**config.mk**
```make
export PLATFORM = sky130hd
export DESIGN_NAME = irx_irq_agg
export DESIGN_NICKNAME = d
export VERILOG_FILES = /design/src/rtl/irx_irq_pkg.sv /design/src/rtl/irx_evt_bank.sv /design/src/rtl/irx_mode_cfg.sv /design/src/rtl/irx_irq_merge.sv /design/src/rtl/irx_irq_agg.sv
export SDC_FILE = /design/constraint.sdc
export NUM_CORES = 1
export LEC_CHECK = 0
export ABC_AREA = 1
export BUFFER_PORTS_ARGS = -buffer_cell sky130_fd_sc_hd__buf_4
export CAP_MARGIN = 10
export CORE_MARGIN = 3
export CORE_UTILIZATION = 51
export DETAILED_ROUTE_END_ITERATION = 8
export PLACE_DENSITY = 0.79
export SLEW_MARGIN = 20
export SYNTH_ARGS = -nofsm -noshare
export SYNTH_HDL_FRONTEND = slang
export SYNTH_SLANG_ARGS = --single-unit
```
**constraint.sdc**
```tcl
create_clock -name clk_i -period 1.15 [get_ports clk_i]
set_input_delay 0.23 -clock clk_i [delete_from_list [all_inputs] [get_ports clk_i]]
set_output_delay 0.23 -clock clk_i [all_outputs]
set_load 0.01 [all_outputs]
```
**src/rtl/irx_irq_pkg.sv**
```systemverilog
package irx_irq_pkg;

    localparam int DATA_W      = 16;
    localparam int ADDR_W      = 3;
    localparam int NUM_EVT     = 5;
    localparam int NUM_BANK    = 2;
    localparam int BANK_BASE   = 2;
    localparam int BANK_STRIDE = 3;

    localparam int MODE_LSB      = 14;
    localparam int GATE_SLOW_BIT = 0;
    localparam int GATE_FAST_BIT = 4;
    localparam int GATE_FIFO_BIT = 8;
    localparam int RTO_LSB       = 8;

    localparam logic [1:0] RTO_ILLEGAL = 2'b11;

    localparam logic [ADDR_W-1:0] ADDR_MODE = ADDR_W'(0);
    localparam logic [ADDR_W-1:0] ADDR_CFG  = ADDR_W'(1);

    typedef enum logic [1:0] {
        XM_SLOW = 2'b00,
        XM_RSVD = 2'b01,
        XM_FAST = 2'b10,
        XM_MED  = 2'b11
    } xfer_mode_e;

    typedef struct packed {
        xfer_mode_e mode;
        logic       gate_fifo;
        logic       gate_fast;
        logic       gate_slow;
    } mode_reg_t;

    localparam mode_reg_t MODE_RESET = '{mode: XM_SLOW, gate_fifo: 1'b1,
                                         gate_fast: 1'b1, gate_slow: 1'b1};

    // Bit position in the status word of compact event index idx
    function automatic int evt_pos(int idx);
        int p;
        case (idx)
            0:       p = 7;
            1:       p = 8;
            2:       p = 9;
            3:       p = 11;
            default: p = 15;
        endcase
        return p;
    endfunction

    function automatic logic [NUM_EVT-1:0] pack_evt(logic [DATA_W-1:0] w);
        logic [NUM_EVT-1:0] e;
        for (int i = 0; i < NUM_EVT; i++) e[i] = w[evt_pos(i)];
        return e;
    endfunction

    function automatic logic [DATA_W-1:0] unpack_evt(logic [NUM_EVT-1:0] e);
        logic [DATA_W-1:0] w;
        w = '0;
        for (int i = 0; i < NUM_EVT; i++) w[evt_pos(i)] = e[i];
        return w;
    endfunction

    function automatic logic [DATA_W-1:0] mode_to_word(mode_reg_t m);
        logic [DATA_W-1:0] w;
        w = '0;
        w[MODE_LSB +: 2]  = m.mode;
        w[GATE_FIFO_BIT]  = m.gate_fifo;
        w[GATE_FAST_BIT]  = m.gate_fast;
        w[GATE_SLOW_BIT]  = m.gate_slow;
        return w;
    endfunction

    function automatic mode_reg_t word_to_mode(logic [DATA_W-1:0] w);
        mode_reg_t m;
        m.mode      = xfer_mode_e'(w[MODE_LSB +: 2]);
        m.gate_fifo = w[GATE_FIFO_BIT];
        m.gate_fast = w[GATE_FAST_BIT];
        m.gate_slow = w[GATE_SLOW_BIT];
        return m;
    endfunction

    // off: 0 status, 1 mask, 2 clear
    function automatic logic [ADDR_W-1:0] bank_addr(int bank, int off);
        return ADDR_W'(BANK_BASE + bank * BANK_STRIDE + off);
    endfunction

endpackage

```
**src/rtl/irx_evt_bank.sv**
```systemverilog
module irx_evt_bank
    import irx_irq_pkg::*;
#(
    parameter int EVT_W  = NUM_EVT,
    parameter int WORD_W = DATA_W
) (
    input  logic              clk_i,
    input  logic              rst_i,
    input  logic [EVT_W-1:0]  evt_i,
    input  logic              mask_we_i,
    input  logic              clr_we_i,
    input  logic [WORD_W-1:0] wdata_i,
    output logic [WORD_W-1:0] status_o,
    output logic [WORD_W-1:0] mask_o,
    output logic              pend_o
);

    logic [EVT_W-1:0] st_q;
    logic [EVT_W-1:0] mk_q;
    logic [EVT_W-1:0] wr_bits;
    logic [EVT_W-1:0] clr_bits;

    assign wr_bits  = EVT_W'(pack_evt(DATA_W'(wdata_i)));
    assign clr_bits = clr_we_i ? wr_bits : '0;

    always_ff @(posedge clk_i) begin
        if (rst_i) begin
            st_q <= '0;
            mk_q <= '1;
        end else begin
            // a new event outranks a clear of the same bit
            st_q <= (st_q & ~clr_bits) | evt_i;
            if (mask_we_i) mk_q <= wr_bits;
        end
    end

    assign status_o = WORD_W'(unpack_evt(NUM_EVT'(st_q)));
    assign mask_o   = WORD_W'(unpack_evt(NUM_EVT'(mk_q)));
    assign pend_o   = |(st_q & ~mk_q);

endmodule

```
**src/rtl/irx_mode_cfg.sv**
```systemverilog
module irx_mode_cfg
    import irx_irq_pkg::*;
#(
    parameter int WORD_W = DATA_W
) (
    input  logic              clk_i,
    input  logic              rst_i,
    input  logic              mode_we_i,
    input  logic              cfg_we_i,
    input  logic [WORD_W-1:0] wdata_i,
    output mode_reg_t         mode_o,
    output logic [1:0]        rto_o
);

    mode_reg_t  mode_q;
    logic [1:0] rto_q;
    logic [1:0] rto_wr;

    assign rto_wr = wdata_i[RTO_LSB +: 2];

    always_ff @(posedge clk_i) begin
        if (rst_i) begin
            mode_q <= MODE_RESET;
            rto_q  <= 2'b00;
        end else begin
            if (mode_we_i) mode_q <= word_to_mode(DATA_W'(wdata_i));
            if (cfg_we_i && (rto_wr != RTO_ILLEGAL)) rto_q <= rto_wr;
        end
    end

    assign mode_o = mode_q;
    assign rto_o  = rto_q;

endmodule

```
**src/rtl/irx_irq_merge.sv**
```systemverilog
module irx_irq_merge #(
    parameter int N_SRC = 2
) (
    input  logic             clk_i,
    input  logic             rst_i,
    input  logic [N_SRC-1:0] pend_i,
    input  logic [N_SRC-1:0] gate_i,
    input  logic             fifo_req_i,
    input  logic             fifo_gate_i,
    output logic             irq_o
);

    logic irq_q;
    logic irq_d;

    assign irq_d = (|(pend_i & ~gate_i)) | (fifo_req_i & ~fifo_gate_i);

    always_ff @(posedge clk_i) begin
        if (rst_i) irq_q <= 1'b0;
        else       irq_q <= irq_d;
    end

    assign irq_o = irq_q;

endmodule

```
**src/rtl/irx_irq_agg.sv**
```systemverilog
module irx_irq_agg
    import irx_irq_pkg::*;
#(
    parameter int DW    = DATA_W,
    parameter int AW    = ADDR_W,
    parameter int EW    = NUM_EVT,
    parameter int BANKS = NUM_BANK
) (
    input  logic          clk_i,
    input  logic          rst_i,
    input  logic          bus_req_i,
    input  logic          bus_we_i,
    input  logic [AW-1:0] bus_addr_i,
    input  logic [DW-1:0] bus_wdata_i,
    output logic [DW-1:0] bus_rdata_o,
    input  logic [EW-1:0] evt_i,
    input  logic          fifo_rx_req_i,
    output logic          irq_o,
    output logic [1:0]    tmode_o,
    output logic [1:0]    rto_sel_o
);

    logic          wr_en;
    logic          rd_en;
    mode_reg_t     mode_q;
    logic [1:0]    rto_q;
    logic [DW-1:0] bank_st   [BANKS];
    logic [DW-1:0] bank_mk   [BANKS];
    logic [EW-1:0] bank_evt  [BANKS];
    logic [BANKS-1:0] bank_pend;
    logic [BANKS-1:0] bank_gate;
    logic [DW-1:0] rd_next;
    logic [DW-1:0] rd_q;

    assign wr_en = bus_req_i &  bus_we_i;
    assign rd_en = bus_req_i & ~bus_we_i;

    irx_mode_cfg #(.WORD_W(DW)) u_mode (
        .clk_i     (clk_i),
        .rst_i     (rst_i),
        .mode_we_i (wr_en && (bus_addr_i == AW'(ADDR_MODE))),
        .cfg_we_i  (wr_en && (bus_addr_i == AW'(ADDR_CFG))),
        .wdata_i   (bus_wdata_i),
        .mode_o    (mode_q),
        .rto_o     (rto_q)
    );

    for (genvar b = 0; b < BANKS; b++) begin : g_bank
        if (b == 0) begin : g_slow
            assign bank_evt[b]  = (mode_q.mode == XM_SLOW) ? evt_i : '0;
            assign bank_gate[b] = mode_q.gate_slow;
        end else begin : g_fast
            assign bank_evt[b]  = ((mode_q.mode == XM_FAST) || (mode_q.mode == XM_MED))
                                  ? evt_i : '0;
            assign bank_gate[b] = mode_q.gate_fast;
        end

        irx_evt_bank #(.EVT_W(EW), .WORD_W(DW)) u_bank (
            .clk_i     (clk_i),
            .rst_i     (rst_i),
            .evt_i     (bank_evt[b]),
            .mask_we_i (wr_en && (bus_addr_i == AW'(bank_addr(b, 1)))),
            .clr_we_i  (wr_en && (bus_addr_i == AW'(bank_addr(b, 2)))),
            .wdata_i   (bus_wdata_i),
            .status_o  (bank_st[b]),
            .mask_o    (bank_mk[b]),
            .pend_o    (bank_pend[b])
        );
    end

    irx_irq_merge #(.N_SRC(BANKS)) u_merge (
        .clk_i       (clk_i),
        .rst_i       (rst_i),
        .pend_i      (bank_pend),
        .gate_i      (bank_gate),
        .fifo_req_i  (fifo_rx_req_i),
        .fifo_gate_i (mode_q.gate_fifo),
        .irq_o       (irq_o)
    );

    always_comb begin
        rd_next = '0;
        if (bus_addr_i == AW'(ADDR_MODE)) rd_next = DW'(mode_to_word(mode_q));
        if (bus_addr_i == AW'(ADDR_CFG))  rd_next[RTO_LSB +: 2] = rto_q;
        for (int b = 0; b < BANKS; b++) begin
            if (bus_addr_i == AW'(bank_addr(b, 0))) rd_next = bank_st[b];
            if (bus_addr_i == AW'(bank_addr(b, 1))) rd_next = bank_mk[b];
        end
    end

    always_ff @(posedge clk_i) begin
        if (rst_i)      rd_q <= '0;
        else if (rd_en) rd_q <= rd_next;
    end

    assign bus_rdata_o = rd_q;
    assign tmode_o     = mode_q.mode;
    assign rto_sel_o   = rto_q;

endmodule

```
==> reports/results.ini <==
[clocking]
clock_path_buffers=2
path_clk_slew_ns=0.11
htree_num_levels=2
clock_latency_ns=0.36
root_buffer=clkbuf_4
cts_tree=built
cts_sinks=36
numCtsBuffers=5
cts_hold_buf=0

[sta]
post-route-min-period_ns=1.11
final-max-slew-violation-count=0
setup_viol=0
fin_skew_ns=0.00521
grt_setup_unrepaired=false
finalHoldViolations=0
tns_ns=0
timing.final.crit_share=0.968
max_freq_ghz=0.898

[route]
drtAntennaViolNets=0
wirelength_um=4020
dr.pass1.iters=4
via_per_inst=4.91
detail_route.wl_per_cell_um=12.3
remaining_drc_errors=0
drt_iter0_markers=106
vias=1610

[setup_path]
worstPathRequired_ns=0.92
crit_buf_inv=1
crit_type=reg -> out
cp_top_family=flip-flops
slowest_delay_ns=0.39
cp.arrival_ns=0.88
cp_slowest_cell=dfxtp_1
cp-start-kind=flop
path_cells=buf_4
end_kind=output pin
critPathMaxFanout=3

[grt]
grt_overflow_total=0
grt_pass1_vias=1496
grt_start_max_net_pins=17
antenna_found_initial=0
groute.usage.overall=0.218
grt_pass1_wl_um=6840

[placement]
port_buffers=33
dp_hpwl_um=3120
globalplace.congestion=0.899
dp.cells=320

[logic_synthesis]
syn-cell-area_mm2=0.00171
ys_seq_area_frac=0.421
ys_types=24
yosysWarnings=0
synth_seq_cells=36
netlist.area_leader.share=0.421
synthCells=241
synth_area_leader_cell=dfxtp_1
synth.area.top_cells=dfxtp_1 (42%), nand2_1 (12%), o21ai_0 (8.5%), inv_1 (7.9%), a21oi_1 (6.7%)
post_synth.cell_area_avg_um2=7.10

[floorplanning]
initial_core_util=0.547
row_count=20
io_pins=50
die_h_um=63.9
die_width_um=63.9
dieArea_mm2=0.00409
fp.coreArea_mm2=0.00313

[pwr]
p_leak_nw=1.05
p_per_area_mw_per_mm2=1250
irDropWorstVdd_mv=0.779
post-layout-total-power_mw=2.65

[finish]
syn_to_final_growth_pct=23.8
stdcell_count=328
final_common_cell=nand2_1
diodes=0
fillers=290
final_cell_mix=nand2_1 (54), buf_4 (44), inv_1 (36)
multi_input_area_um2=781
ff_latch_area_um2=723
nNetsFinal=312
drive_above_1_share=0.218

[worst_hold_path]
hold_path_class=in -> reg

[run]
max_cap_violations=0

[run_status]
status=finished clean

## state kept, by name, indices dropped and copies added, names as in the netlist
register / flops
bus_rdata_o: 8
g_bank.u_bank.mk_q: 10
g_bank.u_bank.st_q: 10
u_merge.irq_o: 1
u_mode.mode_o: 5
u_mode.rto_o: 2
## cell usage after synthesis
master	instances
nand4_1	2
o211ai_1	11
inv_1	36
conb_1	1
nor2_1	12
nor2_4	3
a211oi_1	1
a21oi_1	23
o21ai_2	1
nand2_2	2
buf_2	1
nor2_2	2
o21ai_0	29
nand3_1	6
a31oi_1	1
nand2_1	54
o2111ai_1	1
dfxtp_1	36
nor3_1	1
o22ai_1	2
buf_4	10
o211a_1	1
clkbuf_2	2
clkbuf_1	3
## through the flow
step                      hold WS (ns)  worst slack, ns  instance area (um2)   util
final                           0.0720           0.0366                 2120  0.678
after global routing            0.0888          0.00963                 2120  0.678
after CTS                       0.0748           0.0294                 2120  0.677
after detailed placement         0.450          -0.0254                 2020  0.646
after global placement           0.445           0.0155                 2020  0.646
after floorplan                  0.356            0.184                 1740      -
## per-layer routing
metal  wire (um)  vias up  track usage
met4          70        0        0.113
li1            -      852            -
met1        1940      707        0.292
met3         256        9       0.0439
met2        1750       42        0.329
met5           0        -            0
## report_power, final
| part | switching, mW | total, mW | internal [mW] |
|---|---|---|---|
| Clock | 0.434 | 1.01 | 0.577 |
| Combinational | 0.185 | 0.328 | 0.143 |
| Sequential | 0.0240 | 1.32 | 1.29 |
| Total | 0.643 | 2.65 | 2.01 |
## path summary, 6_finish.rpt
kind                       to  cells after the start                     start  slack, ns
max              rto_sel_o[1]                      1           u_mode.rto_o[1]       0.04
min          u_mode.mode_o[0]                      3            bus_wdata_i[0]       0.07
max reg2reg     u_merge.irq_o                      7  g_bank[0].u_bank.mk_q[2]       0.13
min reg2reg    bus_rdata_o[4]                      2          u_mode.mode_o[1]       0.46
## kinds of logic (layout without fill, tap and decap cells)
family | after synthesis | count (layout) | share of synthesized area
buffers and inverters | 52 | 88 | 0.138
AO/OA/AOI/OAI | 70 | 70 | 0.232
AND/OR/NAND/NOR | 82 | 82 | 0.207
flip-flops | 36 | 36 | 0.421
other | 1 | 8 | 0.00219
## timing repair
| item | 4_1_cts | 5_1_grt |
|---|---|---|
| gates resized for setup | 1 | 1 |
| endpoints found under the setup margin | 1 | 1 |
| buffers inserted | 0 | 0 |
| pin swaps | 0 | 0 |
| endpoints found under the hold margin | 0 | 0 |
## layout make-up
cell class                      count  area share
Multi-Input combinational cell    160       0.368
Sequential cell                    36       0.341
Timing Repair Buffer               44       0.156
Inverter                           36      0.0638
Clock buffer                        7      0.0307
Tap cell                           44      0.0260
Clock inverter                      1      0.0142
(Power assumes the default switching activity.)
